[src/rtl/dual_tmr.sv]
module dual_tmr (
  input  logic       clk,
  input  logic       rst_n,
  input  logic       tick,
  input  logic [1:0] ext_cnt,
  input  logic [1:0] gate,
  input  logic [2:0] reg_addr,
  input  logic       reg_we,
  input  logic [7:0] reg_wdata,
  output logic [7:0] reg_rdata,
  output logic [1:0] flag_out
);
  logic [7:0] mode_q, lo0, hi0, lo1, hi1;
  logic [1:0] run_q, flg_q, sy0, sy1;
  logic [3:0] cfg0, cfg1;
  logic       split, en0, en1, ev0, ev1, evh, ovf0, set_f1;
  logic [1:0] src;
  logic [16:0] st0, st1;

  function automatic logic [16:0] step(input logic [1:0] m, input logic [7:0] h, input logic [7:0] l);
    logic [7:0] nh, nl;
    logic       o;
    case (m)
      2'b00: begin
        nl = {l[7:5], l[4:0] + 5'd1};
        nh = (l[4:0] == 5'h1f) ? h + 8'd1 : h;
        o  = (h == 8'hff) && (l[4:0] == 5'h1f);
      end
      2'b01: begin
        {nh, nl} = {h, l} + 16'd1;
        o = ({h, l} == 16'hffff);
      end
      2'b10: begin
        o  = (l == 8'hff);
        nl = o ? h : l + 8'd1;
        nh = h;
      end
      default: begin
        o  = (l == 8'hff);
        nl = l + 8'd1;
        nh = h;
      end
    endcase
    return {o, nh, nl};
  endfunction

  assign cfg0  = mode_q[3:0];
  assign cfg1  = mode_q[7:4];
  assign split = (cfg0[1:0] == 2'b11);

  assign src[0] = cfg0[2] ? (tick & sy1[0] & ~sy0[0]) : tick;
  assign src[1] = cfg1[2] ? (tick & sy1[1] & ~sy0[1]) : tick;

  assign en0 = run_q[0] & (~cfg0[3] | gate[0]);
  assign en1 = split | (run_q[1] & (~cfg1[3] | gate[1]));
  assign ev0 = en0 & src[0];
  assign ev1 = en1 & src[1] & (cfg1[1:0] != 2'b11);
  assign evh = split & run_q[1] & tick;

  assign st0 = step(cfg0[1:0], hi0, lo0);
  assign st1 = step(cfg1[1:0], hi1, lo1);

  assign ovf0   = ev0 & st0[16];
  assign set_f1 = split ? (evh & (hi0 == 8'hff)) : (ev1 & st1[16]);

  wire wr_mode = reg_we && (reg_addr == 3'd0);
  wire wr_ctl  = reg_we && (reg_addr == 3'd1);
  wire wr_lo0  = reg_we && (reg_addr == 3'd2);
  wire wr_hi0  = reg_we && (reg_addr == 3'd3);
  wire wr_lo1  = reg_we && (reg_addr == 3'd4);
  wire wr_hi1  = reg_we && (reg_addr == 3'd5);

  always_ff @(posedge clk) begin
    if (!rst_n) begin
      mode_q <= '0;
      run_q  <= '0;
      flg_q  <= '0;
      lo0 <= '0; hi0 <= '0; lo1 <= '0; hi1 <= '0;
      sy0 <= '0; sy1 <= '0;
    end else begin
      if (tick) begin
        sy0 <= ext_cnt;
        sy1 <= sy0;
      end
      if (wr_mode) mode_q <= reg_wdata;
      if (wr_ctl) begin
        run_q <= {reg_wdata[2], reg_wdata[0]};
        flg_q <= {reg_wdata[3], reg_wdata[1]};
      end else begin
        flg_q <= flg_q | {set_f1, ovf0};
      end
      if (wr_lo0)   lo0 <= reg_wdata;
      else if (ev0) lo0 <= st0[7:0];
      if (wr_hi0)            hi0 <= reg_wdata;
      else if (split && evh) hi0 <= hi0 + 8'd1;
      else if (!split && ev0) hi0 <= st0[15:8];
      if (wr_lo1)   lo1 <= reg_wdata;
      else if (ev1) lo1 <= st1[7:0];
      if (wr_hi1)   hi1 <= reg_wdata;
      else if (ev1) hi1 <= st1[15:8];
    end
  end

  always_comb begin
    case (reg_addr)
      3'd0:    reg_rdata = mode_q;
      3'd1:    reg_rdata = {4'h0, flg_q[1], run_q[1], flg_q[0], run_q[0]};
      3'd2:    reg_rdata = lo0;
      3'd3:    reg_rdata = hi0;
      3'd4:    reg_rdata = lo1;
      3'd5:    reg_rdata = hi1;
      default: reg_rdata = 8'h00;
    endcase
  end

  assign flag_out = flg_q;
endmodule

[config.mk]
export PLATFORM = sky130hd
export DESIGN_NAME = dual_tmr
export DESIGN_NICKNAME = d
export VERILOG_FILES = /design/src/rtl/dual_tmr.sv
export SDC_FILE = /design/constraint.sdc
export NUM_CORES = 1
export LEC_CHECK = 0
export CORE_UTILIZATION = 26
export DETAILED_ROUTE_END_ITERATION = 8
export DONT_BUFFER_PORTS = 1
export HOLD_SLACK_MARGIN = 0.02
export PLACE_DENSITY_LB_ADDON = 0.2
export RECOVER_POWER = 100
export SLEW_MARGIN = 10
export SYNTH_ARGS = -nofsm -noshare
export SYNTH_HDL_FRONTEND = slang
export SYNTH_SLANG_ARGS = --single-unit
[constraint.sdc]
create_clock -name clk -period 2.31 [get_ports clk]
set_input_delay 0.3465 -clock clk [delete_from_list [all_inputs] [get_ports clk]]
set_output_delay 0.3465 -clock clk [all_outputs]
set_load 0.03 [all_outputs]
==> metrics.txt, run 1 <==
# TYPE chip_impl_metric gauge
chip_impl_metric{name="vert_die_dim",unit="µm"} 116
chip_impl_metric{name="worstSkewPairLatency",unit="ns"} 0.31
chip_impl_metric{name="placement.cell_area",unit="µm²"} 3690
chip_impl_metric{name="drt_pass1_iterations",unit=""} 5
chip_impl_metric{name="maxCapViolations",unit=""} 0
chip_impl_metric{name="num-fill-cells",unit=""} 1427
chip_impl_metric{name="setup_tns",unit="ns"} 0
chip_impl_metric{name="cts_buffers",unit=""} 5
chip_impl_metric{name="floorplan.die.width",unit="µm"} 116
chip_impl_metric{name="fin_hold_viols",unit=""} 0
chip_impl_info{name="synthFlopType",value="sky130_fd_sc_hd__dfxtp_1"} 1
chip_impl_metric{name="synthArstFlopShare",unit="%"} 0
chip_impl_metric{name="final.period_utilization",unit="%"} 93.2
chip_impl_metric{name="overflow",unit=""} 0
chip_impl_metric{name="layout_cells_sized_above_1",unit="%"} 10.2
chip_impl_metric{name="critical_path_rt",unit="ns"} 2.55
chip_impl_metric{name="maxClockFrequency",unit="MHz"} 464
chip_impl_metric{name="path_buf_inv",unit=""} 1
chip_impl_metric{name="final.setup_skew",unit="ns"} 0.00946
chip_impl_metric{name="io_buffers",unit=""} 0
chip_impl_metric{name="route.antenna.remaining_nets",unit=""} 0
chip_impl_metric{name="synth.net_count",unit=""} 468
chip_impl_metric{name="min_setup_slack_post_route",unit="ns"} 0.156
chip_impl_metric{name="avgSynthCellArea",unit="µm²"} 7.67
chip_impl_metric{name="insertedDiodeCount",unit=""} 0
chip_impl_metric{name="setup_viol_count_final",unit=""} 0
chip_impl_metric{name="max_slew.worst_pin.slew",unit="ns"} 0.798
chip_impl_metric{name="crit_arrival",unit="ns"} 2.40
chip_impl_metric{name="first_iter_violations",unit=""} 292
chip_impl_metric{name="path_max_fanout",unit=""} 4
chip_impl_metric{name="syn_area",unit="µm²"} 3400
chip_impl_info{name="crit_family",value="compound AO/OA/AOI/OAI gates"} 1
chip_impl_metric{name="synth_seq_cells",unit=""} 48
chip_impl_metric{name="synth_warnings",unit=""} 0
chip_impl_metric{name="num_vias",unit=""} 3536
chip_impl_metric{name="pin_count",unit=""} 29
chip_impl_metric{name="grt_antenna_before_repair",unit=""} 0
chip_impl_info{name="rsz0062_at_grt",value="false"} 1
chip_impl_metric{name="nNetsFinal",unit=""} 474
chip_impl_metric{name="place_ws",unit="ns"} 0.0420
chip_impl_metric{name="synth_largest_type_area_fraction",unit="%"} 28.3
chip_impl_metric{name="total_leakage_power",unit="µW"} 0.00125
chip_impl_metric{name="grtUsageTotal",unit="%"} 19.2
chip_impl_metric{name="grt_max_degree",unit=""} 31
chip_impl_metric{name="irDropWorstVdd",unit="V"} 0.000268
chip_impl_metric{name="drv_slew",unit=""} 0
chip_impl_info{name="result_of_the_run",value="complete, no violations"} 1
chip_impl_metric{name="floorplan.rows",unit=""} 41
chip_impl_info{name="hold_path.class",value="in -> reg"} 1
chip_impl_info{name="clk_tree_root_cell",value="sky130_fd_sc_hd__clkbuf_16"} 1
chip_impl_metric{name="cts.htree.levels",unit=""} 2
chip_impl_metric{name="flow.area_growth_from_synthesis",unit="%"} 12.1
chip_impl_metric{name="first_global_vias",unit=""} 3170
chip_impl_info{name="most_area_consuming_cells_after_synthesis",value="sky130_fd_sc_hd__dfxtp_1 28%, sky130_fd_sc_hd__o21ai_0 5.7%, sky130_fd_sc_hd__nand2_1 5.5%"} 1
chip_impl_info{name="worstSetupPathType",value="reg -> reg"} 1
chip_impl_metric{name="final.hold.worst_slack",unit="ns"} 0.170
chip_impl_metric{name="cts-root-to-sink-buffers",unit=""} 2
chip_impl_info{name="cts_tree",value="built"} 1
chip_impl_info{name="cp_capture_type",value="flip-flop"} 1
chip_impl_metric{name="floorplan.core_area",unit="µm²"} 12700
chip_impl_metric{name="place_congestion",unit=""} 0.913
chip_impl_metric{name="synth_edf_count",unit=""} 0
chip_impl_metric{name="detailed_place_hpwl",unit="µm"} 9190
chip_impl_metric{name="crit_path_max_incr_delay",unit="ns"} 0.42
chip_impl_info{name="critical_path.startpoint_type",value="flip-flop"} 1
chip_impl_metric{name="post-route-cell-area",unit="µm²"} 3810
chip_impl_metric{name="clock_sinks",unit=""} 48
chip_impl_metric{name="avgViaCountPerCell",unit=""} 5.68
chip_impl_metric{name="effective_utilization_at_floorplan",unit="%"} 26.8
chip_impl_metric{name="route.detailed.drc",unit=""} 0
chip_impl_metric{name="wirelength",unit="µm"} 12500
chip_impl_info{name="critPathSlowestCell",value="sky130_fd_sc_hd__or4_1"} 1
chip_impl_metric{name="min_period",unit="ns"} 2.15
chip_impl_metric{name="die-area",unit="µm²"} 13500
chip_impl_metric{name="power_density",unit="nW/µm²"} 492
chip_impl_metric{name="placedCellCount",unit=""} 613
chip_impl_metric{name="layout.cells.non_filler",unit=""} 622
chip_impl_metric{name="grt_pass1_wl",unit="µm"} 19100
chip_impl_info{name="synthDominantAreaCellType",value="sky130_fd_sc_hd__dfxtp_1"} 1
chip_impl_metric{name="yosysUniqueCellTypes",unit=""} 60
chip_impl_metric{name="routedWlPerCell",unit="µm"} 20.1
chip_impl_metric{name="yosysSeqAreaShare",unit="%"} 28.3
chip_impl_info{name="critical_path.cell_chain",value="ha_2 > nand3_1 > inv_2 > ha_4 > o21bai_2 > a2111oi_4 > o211ai_2 > or4_1 > a31oi_1"} 1
chip_impl_metric{name="netlist_instances",unit=""} 443
chip_impl_metric{name="timing.max_slew.rel_slack",unit="%"} 46.8
chip_impl_metric{name="clkSlewWorstSetupHoldPaths",unit="ns"} 0.08
kinds of logic after synthesis:
family | after synthesis | synth area share, %
compound gates | 150 | 30.0
xor+xnor | 11 | 2.84
fa+ha+maj | 6 | 2.21
buf+inv | 48 | 5.90
flops | 48 | 28.3
mux | 23 | 7.26
simple gates | 157 | 23.5
worst paths after layout:
check	start	to	slack [ns]	cells after the start
max	lo0[0]	hi0[6]	0.16	9
max reg2reg	lo0[0]	hi0[6]	0.16	9
min reg2reg	mode_q[7]	mode_q[7]	0.51	2
min	reg_wdata[3]	mode_q[3]	0.17	2
final cells by class:
class                           count  area, µm²  share of cell area (%)
Clock buffer                        5        125                    3.29
Clock inverter                      3       26.3                   0.690
Inverter                           18       67.6                    1.77
Multi-Input combinational cell    347       2240                    58.9
Sequential cell                    48        962                    25.3
Tap cell                          172        215                    5.65
Timing Repair Buffer               29        170                    4.47
power by group:
group | internal [µW] | leakage [µW] | switching [µW] | total (µW)
clock network | 413 | 0.0000748 | 386 | 799
registers | 853 | 0.000390 | 41.2 | 895
logic | 72.0 | 0.000789 | 107 | 179
total | 1340 | 0.00125 | 534 | 1870
state kept, by name, summed over array words and instances, names as in the netlist:
signal and cells:
hi0 8, hi1 8, lo0 8, lo1 8, mode_q 8, flag_out 2, run_q 2, sy0 2
sy1 2
through the flow:
stage               total power, µW  utilization (%)
floorplan                      1050                -
global placement               1090             29.1
detailed placement             1100             29.1
CTS                            1890             30.3
global route                   1940             30.0
finish                         1870             30.0
routing by layer:
layer / wire [µm] / GRT usage (%)
met3: 852 / 4.31
met5: 0 / 0
met4: 279 / 6.32
met1: 5800 / 26.8
met2: 5570 / 29.0
cells in the final DEF (no fill, tap or decap), types with 12 or more instances in the layout:
cell	count
sky130_fd_sc_hd__nand2_1	50
sky130_fd_sc_hd__a21oi_1	29
sky130_fd_sc_hd__o21ai_0	39
sky130_fd_sc_hd__mux2i_1	13
sky130_fd_sc_hd__nor2_1	34
sky130_fd_sc_hd__nand3_1	17
sky130_fd_sc_hd__dfxtp_1	47
sky130_fd_sc_hd__a31oi_1	17
sky130_fd_sc_hd__buf_4	16
sky130_fd_sc_hd__inv_1	17
sky130_fd_sc_hd__clkbuf_1	12
cell usage after synthesis (4+ instances only):
cell	instances
sky130_fd_sc_hd__and3_1	7
sky130_fd_sc_hd__o32ai_1	5
sky130_fd_sc_hd__nor2b_1	6
sky130_fd_sc_hd__mux2_2	9
sky130_fd_sc_hd__a21oi_1	29
sky130_fd_sc_hd__xor2_1	4
sky130_fd_sc_hd__ha_1	6
sky130_fd_sc_hd__clkbuf_1	19
sky130_fd_sc_hd__xnor2_1	7
sky130_fd_sc_hd__o22ai_1	4
sky130_fd_sc_hd__o31ai_1	5
sky130_fd_sc_hd__nand3b_1	4
sky130_fd_sc_hd__nand3_1	17
sky130_fd_sc_hd__o211ai_1	5
sky130_fd_sc_hd__buf_2	10
sky130_fd_sc_hd__a31oi_1	17
sky130_fd_sc_hd__nor2_1	34
sky130_fd_sc_hd__mux2i_1	13
sky130_fd_sc_hd__nand4_1	8
sky130_fd_sc_hd__or3_1	4
sky130_fd_sc_hd__o2111ai_1	4
sky130_fd_sc_hd__and4_1	5
sky130_fd_sc_hd__dfxtp_1	48
sky130_fd_sc_hd__inv_1	18
sky130_fd_sc_hd__or4_1	6
sky130_fd_sc_hd__a22oi_1	10
sky130_fd_sc_hd__nand2_1	50
sky130_fd_sc_hd__o21ai_0	39
repair_timing:
item                       4_1_cts  5_1_grt
hold buffers                     0        0
resized for setup                0        6
setup endpoints to repair        0        6
buffers inserted                 0        1
Power figures use the tool's default switching activity.
==> run 2, diff against run 1 <==
==> constraint.sdc (replaced) <==
create_clock -name clk -period 1.95 [get_ports clk]
set_input_delay 0.2925 -clock clk [delete_from_list [all_inputs] [get_ports clk]]
set_output_delay 0.2925 -clock clk [all_outputs]
set_load 0.03 [all_outputs]
==> run 2 against run 1 <==
Compared with the run above: the run now ends with setup timing left; largest power group unchanged; critical path type unchanged; non-clock buffer count up 35; cell area increased by 10%; critical path depth is 3 lower; routed wire length grew 1.6%; clock skew decreased by 0.0018 ns; global-route usage increased by 0.34 points; register-to-register slack got worse by 0.18 ns; sequential cell count unchanged; via count grew 0.79%.
==> metrics.txt, run 2 (same netlist as run 1, synthesis figures left out) <==
# TYPE chip_impl_metric gauge
chip_impl_info{name="result_of_the_run",value="finished, violations left"} 1
chip_impl_info{name="violations",value="setup timing"} 1
chip_impl_metric{name="first_global_vias",unit=""} 3363
chip_impl_metric{name="crit_path_max_incr_delay",unit="ns"} 0.50
chip_impl_metric{name="maxCapViolations",unit=""} 0
chip_impl_metric{name="maxClockFrequency",unit="MHz"} 505
chip_impl_metric{name="layout.cells.non_filler",unit=""} 657
chip_impl_metric{name="placement.cell_area",unit="µm²"} 4000
chip_impl_metric{name="floorplan.die.width",unit="µm"} 116
chip_impl_metric{name="placedCellCount",unit=""} 646
chip_impl_metric{name="irDropWorstVdd",unit="V"} 0.000334
chip_impl_info{name="worstSetupPathType",value="reg -> reg"} 1
chip_impl_metric{name="place_congestion",unit=""} 0.904
chip_impl_metric{name="overflow",unit=""} 0
chip_impl_metric{name="clkSlewWorstSetupHoldPaths",unit="ns"} 0.07
chip_impl_metric{name="clock_sinks",unit=""} 48
chip_impl_metric{name="detailed_place_hpwl",unit="µm"} 9520
chip_impl_metric{name="grt_pass1_wl",unit="µm"} 19500
chip_impl_metric{name="route.detailed.drc",unit=""} 0
chip_impl_metric{name="grtUsageTotal",unit="%"} 19.5
chip_impl_metric{name="setup_viol_count_final",unit=""} 4
chip_impl_info{name="clk_tree_root_cell",value="sky130_fd_sc_hd__clkbuf_16"} 1
chip_impl_metric{name="first_iter_violations",unit=""} 215
chip_impl_info{name="crit_family",value="simple AND/OR/NAND/NOR gates"} 1
chip_impl_metric{name="path_buf_inv",unit=""} 1
chip_impl_metric{name="wirelength",unit="µm"} 12700
chip_impl_metric{name="route.antenna.remaining_nets",unit=""} 0
chip_impl_info{name="cts_tree",value="built"} 1
chip_impl_metric{name="fin_hold_viols",unit=""} 0
chip_impl_metric{name="grt_max_degree",unit=""} 31
chip_impl_metric{name="crit_arrival",unit="ns"} 2.20
chip_impl_metric{name="min_period",unit="ns"} 1.98
chip_impl_metric{name="min_setup_slack_post_route",unit="ns"} -0.0284
chip_impl_metric{name="nNetsFinal",unit=""} 509
chip_impl_metric{name="critical_path_rt",unit="ns"} 2.17
chip_impl_info{name="cp_capture_type",value="flip-flop"} 1
chip_impl_metric{name="drt_pass1_iterations",unit=""} 4
chip_impl_info{name="final_common_cell",value="sky130_fd_sc_hd__nand2_1"} 1
chip_impl_metric{name="floorplan.rows",unit=""} 41
chip_impl_metric{name="drv_slew",unit=""} 0
chip_impl_metric{name="floorplan.core_area",unit="µm²"} 12700
chip_impl_metric{name="routedWlPerCell",unit="µm"} 19.3
chip_impl_info{name="critPathSlowestCell",value="sky130_fd_sc_hd__a221oi_2"} 1
chip_impl_metric{name="max_slew.worst_pin.slew",unit="ns"} 0.798
chip_impl_metric{name="flow.area_growth_from_synthesis",unit="%"} 23.9
chip_impl_metric{name="insertedDiodeCount",unit=""} 0
chip_impl_metric{name="effective_utilization_at_floorplan",unit="%"} 26.8
chip_impl_metric{name="power_density",unit="nW/µm²"} 535
chip_impl_metric{name="total_leakage_power",unit="µW"} 0.00146
chip_impl_metric{name="cts_buffers",unit=""} 5
chip_impl_metric{name="vert_die_dim",unit="µm"} 116
chip_impl_metric{name="postCtsHoldBufs",unit=""} 0
chip_impl_info{name="critical_path.startpoint_type",value="flip-flop"} 1
chip_impl_info{name="critical_path.cell_chain",value="nand2b_1 > a221oi_2 > buf_4 > nand4_4 > or4_4 > a31oi_1"} 1
chip_impl_metric{name="die-area",unit="µm²"} 13500
chip_impl_metric{name="num-fill-cells",unit=""} 1371
chip_impl_info{name="final_cell_mix",value="50 x sky130_fd_sc_hd__nand2_1, 49 x sky130_fd_sc_hd__buf_4, 40 x sky130_fd_sc_hd__dfxtp_1"} 1
chip_impl_metric{name="grt_antenna_before_repair",unit=""} 0
chip_impl_metric{name="path_max_fanout",unit=""} 6
chip_impl_metric{name="final.hold.worst_slack",unit="ns"} 0.125
chip_impl_info{name="hold_path.class",value="in -> reg"} 1
chip_impl_metric{name="pin_count",unit=""} 29
chip_impl_metric{name="num_vias",unit=""} 3564
chip_impl_metric{name="setup_tns",unit="ns"} -0.0659
chip_impl_metric{name="timing.max_slew.rel_slack",unit="%"} 46.8
chip_impl_metric{name="io_buffers",unit=""} 0
chip_impl_metric{name="post-route-cell-area",unit="µm²"} 4210
chip_impl_metric{name="final.setup_skew",unit="ns"} 0.00771
chip_impl_metric{name="cts.htree.levels",unit=""} 2
chip_impl_metric{name="avgViaCountPerCell",unit=""} 5.42
chip_impl_metric{name="cts-root-to-sink-buffers",unit=""} 2
chip_impl_info{name="rsz0062_at_grt",value="true"} 1
chip_impl_metric{name="final.period_utilization",unit="%"} 101
chip_impl_metric{name="layout_cells_sized_above_1",unit="%"} 21.9
chip_impl_metric{name="worstSkewPairLatency",unit="ns"} 0.30
==> run 2: through the flow <==
step	util, %	worst slack, ns	total power, µW
after floorplan	-	-0.0937	1250
after global placement	31.6	-0.0637	1320
after detailed placement	31.6	-0.102	1320
after CTS	33.0	-0.000980	2280
after global routing	33.2	-0.111	2330
final	33.2	-0.0284	2250
==> run 2: final timing paths <==
path	from	end	slack, ns	depth (start not counted)
setup reg to reg	sy0[1]	hi1[7]	-0.03	6
hold reg to reg	mode_q[7]	mode_q[7]	0.50	2
hold / removal	reg_wdata[1]	mode_q[1]	0.13	2
setup / recovery	sy0[1]	hi1[7]	-0.03	6
==> run 2: final cells by class <==
cell class	instances	area, µm²	share of cell area, %
Clock buffer	7	154	3.66
Sequential cell	48	976	23.2
Multi-Input combinational cell	347	2350	55.9
Inverter	18	70.1	1.67
Clock inverter	1	5.00	0.119
Tap cell	172	215	5.12
Timing Repair Buffer	64	435	10.4
==> run 2: power by group <==
group / switching, µW / leakage (µW) / internal (µW) / total (µW)
clock: 402 / 0.0000790 / 553 / 955
combinational: 140 / 0.000984 / 102 / 242
sequential: 44.1 / 0.000394 / 1010 / 1050
==> run 2: what timing repair did <==
item,in CTS,in global routing
gates resized for setup,6,17
endpoints found under the hold margin,0,0
pin swaps,4,15
setup buffers,0,4
setup endpoints to repair,10,28
==> run 2: metal layers <==
layer / up-vias / wire length, µm / share of wire [%] / GRT usage [%]
met5: - / 0 / 0 / 0
met1: 1715 / 5960 / 47 / 27.0
met4: 0 / 318 / 2.5 / 6.24
li1: 1739 / - / - / -
met3: 16 / 709 / 5.6 / 3.79
met2: 94 / 5720 / 45 / 30.5
==> run 3, diff against run 2 <==
==> constraint.sdc (replaced) <==
create_clock -name clk -period 2.5 [get_ports clk]
set_input_delay 0.375 -clock clk [delete_from_list [all_inputs] [get_ports clk]]
set_output_delay 0.375 -clock clk [all_outputs]
set_load 0.03 [all_outputs]
==> run 3 against run 2 <==
Compared with the run above: largest power group unchanged; largest cell class unchanged; sequential power decreased by 21%; clock power shrank 15%; critical path depth increased by 3; first-iteration DRC count grew 33%; the flow now finishes without violations; cell area fell by 11%; critical path type unchanged; clock-buffer cell count down 2; maximum frequency decreased by 15%.
==> metrics.txt, run 3 (same netlist as run 1, synthesis figures left out) <==
# TYPE chip_impl_metric gauge
chip_impl_metric{name="power.clock.fraction",unit="%"} 45.1
chip_impl_metric{name="maxCapViolations",unit=""} 0
chip_impl_metric{name="fin_hold_viols",unit=""} 0
chip_impl_metric{name="timing.max_slew.rel_slack",unit="%"} 47.0
chip_impl_info{name="rsz0062_at_grt",value="false"} 1
chip_impl_metric{name="first_iter_violations",unit=""} 287
chip_impl_metric{name="setup_tns",unit="ns"} 0
chip_impl_metric{name="num_vias",unit=""} 3469
chip_impl_metric{name="p_int",unit="µW"} 1330
chip_impl_metric{name="io_buffers",unit=""} 0
chip_impl_metric{name="post-route-cell-area",unit="µm²"} 3740
chip_impl_metric{name="nNetsFinal",unit=""} 465
chip_impl_metric{name="setup_viol_count_final",unit=""} 0
chip_impl_metric{name="place_ws",unit="ns"} 0.132
chip_impl_metric{name="wirelength",unit="µm"} 12000
chip_impl_metric{name="drv_slew",unit=""} 0
chip_impl_metric{name="switching_power",unit="µW"} 466
chip_impl_info{name="critical_path.startpoint_type",value="flip-flop"} 1
chip_impl_metric{name="route.detailed.drc",unit=""} 0
chip_impl_metric{name="overflow",unit=""} 0
chip_impl_info{name="cts_tree",value="built"} 1
chip_impl_metric{name="detailed_place_hpwl",unit="µm"} 8810
chip_impl_metric{name="num-fill-cells",unit=""} 1402
chip_impl_metric{name="routedWlPerCell",unit="µm"} 19.6
chip_impl_metric{name="total_area_of_multi_input_combinational_cells",unit="µm²"} 2220
chip_impl_metric{name="clkSlewWorstSetupHoldPaths",unit="ns"} 0.07
chip_impl_metric{name="power.share.combinational",unit="%"} 8.7
chip_impl_metric{name="reg2reg_slack",unit="ns"} 0.17
chip_impl_metric{name="insertedDiodeCount",unit=""} 0
chip_impl_info{name="final_common_cell",value="sky130_fd_sc_hd__nand2_1"} 1
chip_impl_metric{name="min_setup_slack_post_route",unit="ns"} 0.165
chip_impl_metric{name="cts-root-to-sink-buffers",unit=""} 2
chip_impl_metric{name="place_congestion",unit=""} 0.895
chip_impl_metric{name="route.antenna.remaining_nets",unit=""} 0
chip_impl_metric{name="path_max_fanout",unit=""} 6
chip_impl_metric{name="max_slew.worst_pin.slew",unit="ns"} 0.794
chip_impl_metric{name="vert_die_dim",unit="µm"} 116
chip_impl_metric{name="postCtsHoldBufs",unit=""} 0
chip_impl_metric{name="total_leakage_power",unit="µW"} 0.00121
chip_impl_metric{name="effective_utilization_at_floorplan",unit="%"} 26.8
chip_impl_metric{name="clock_sinks",unit=""} 48
chip_impl_metric{name="final.setup_skew",unit="ns"} 0.00776
chip_impl_metric{name="floorplan.die.width",unit="µm"} 116
chip_impl_metric{name="crit_arrival",unit="ns"} 2.57
chip_impl_metric{name="first_global_vias",unit=""} 3264
chip_impl_metric{name="layout_cells_sized_above_1",unit="%"} 7.48
chip_impl_info{name="clk_tree_root_cell",value="sky130_fd_sc_hd__clkbuf_16"} 1
chip_impl_metric{name="floorplan.rows",unit=""} 41
chip_impl_metric{name="maxClockFrequency",unit="MHz"} 428
chip_impl_metric{name="grtUsageTotal",unit="%"} 18.9
chip_impl_info{name="worstSetupPathType",value="reg -> reg"} 1
chip_impl_metric{name="placement.cell_area",unit="µm²"} 3630
chip_impl_metric{name="power_density",unit="nW/µm²"} 479
chip_impl_metric{name="flow.area_growth_from_synthesis",unit="%"} 10.2
chip_impl_metric{name="grt_max_degree",unit=""} 31
chip_impl_info{name="cp_capture_type",value="flip-flop"} 1
chip_impl_metric{name="final.period_utilization",unit="%"} 93.4
chip_impl_metric{name="pwr-share-seq",unit="%"} 46.2
chip_impl_metric{name="die-area",unit="µm²"} 13500
chip_impl_metric{name="post_cts.repair.setup_buffers",unit=""} 0
chip_impl_metric{name="critical_path_rt",unit="ns"} 2.73
chip_impl_metric{name="irDropWorstVdd",unit="V"} 0.000239
chip_impl_info{name="final_cell_mix",value="50 x sky130_fd_sc_hd__nand2_1, 48 x sky130_fd_sc_hd__dfxtp_1, 41 x sky130_fd_sc_hd__o21ai_0"} 1
chip_impl_metric{name="worstSkewPairLatency",unit="ns"} 0.30
chip_impl_metric{name="floorplan.core_area",unit="µm²"} 12700
chip_impl_metric{name="layout.area.seq",unit="µm²"} 961
chip_impl_metric{name="avgViaCountPerCell",unit=""} 5.66
chip_impl_metric{name="cts.htree.levels",unit=""} 2
chip_impl_metric{name="grt_pass1_wl",unit="µm"} 19100
chip_impl_metric{name="cts_buffers",unit=""} 5
chip_impl_metric{name="netSwitchingFraction",unit="%"} 26.0
chip_impl_info{name="result_of_the_run",value="complete, no violations"} 1
chip_impl_metric{name="drt_pass1_iterations",unit=""} 5
chip_impl_metric{name="min_period",unit="ns"} 2.33
chip_impl_metric{name="pin_count",unit=""} 29
chip_impl_metric{name="post_cts.resized_instances",unit=""} 0
chip_impl_info{name="hold_path.class",value="in -> reg"} 1
chip_impl_metric{name="grt_antenna_before_repair",unit=""} 0
==> run 3: changes by cell type in the layout (fill, tap and decap cells not counted), moves of 5 or more <==
cell	change
sky130_fd_sc_hd__buf_4	-41
sky130_fd_sc_hd__clkbuf_1	+5
sky130_fd_sc_hd__clkbuf_2	-6
sky130_fd_sc_hd__dfxtp_1	+8
sky130_fd_sc_hd__dfxtp_2	-6
sky130_fd_sc_hd__o21ai_0	+6
==> run 3: power groups by stage <==
| stage | Combinational (µW) | Clock, µW | Sequential, µW |
|---|---|---|---|
| after global placement | 159 | 0 | 847 |
| after global routing | 174 | 862 | 833 |
| after floorplan | 143 | 0 | 829 |
| after CTS | 161 | 827 | 829 |
| after detailed placement | 160 | 0 | 847 |
| final | 156 | 809 | 829 |
==> run 3: metrics by stage <==
stage | total power, µW | hold slack (ns) | std cells | util, %
after global placement | 1010 | 0.475 | 605 | 28.6
after floorplan | 972 | 0.444 | 443 | -
after CTS | 1820 | 0.200 | 613 | 30.0
after global routing | 1870 | 0.196 | 613 | 29.5
final | 1790 | 0.207 | 613 | 29.5
after detailed placement | 1010 | 0.488 | 605 | 28.6
==> run 3: routing by layer <==
metal	GRT usage, %	wire length [µm]
met5	0	0
met4	7.86	381
met3	4.77	846
met2	27.7	5250
met1	26.3	5520
==> run 3: final timing paths <==
check                     from   endpoint  cells after the start
setup / recovery        lo0[0]     hi0[6]                      9
hold / removal    reg_wdata[2]     lo0[2]                      2
setup reg to reg        lo0[0]     hi0[6]                      9
hold reg to reg      mode_q[7]  mode_q[7]                      2
==> run 3: area by class of cell <==
| cell class | instances | area share [%] |
|---|---|---|
| clock buffer | 5 | 3.34 |
| clock inverter | 3 | 1.24 |
| inverter | 18 | 1.80 |
| multi-input combinational | 347 | 59.4 |
| sequential | 48 | 25.7 |
| tap | 172 | 5.75 |
| timing repair buffer | 20 | 2.81 |
==> run 3: worst max-delay path: stages, from the launching register on <==
cell                        delay, ns
sky130_fd_sc_hd__dfxtp_1         0.34
sky130_fd_sc_hd__ha_1            0.20
sky130_fd_sc_hd__nand3_1         0.11
sky130_fd_sc_hd__inv_1           0.14
sky130_fd_sc_hd__ha_1            0.20
sky130_fd_sc_hd__o21bai_1        0.11
sky130_fd_sc_hd__a2111oi_4       0.45
sky130_fd_sc_hd__o211ai_2        0.16
sky130_fd_sc_hd__or4_1           0.41
sky130_fd_sc_hd__a31oi_1         0.15
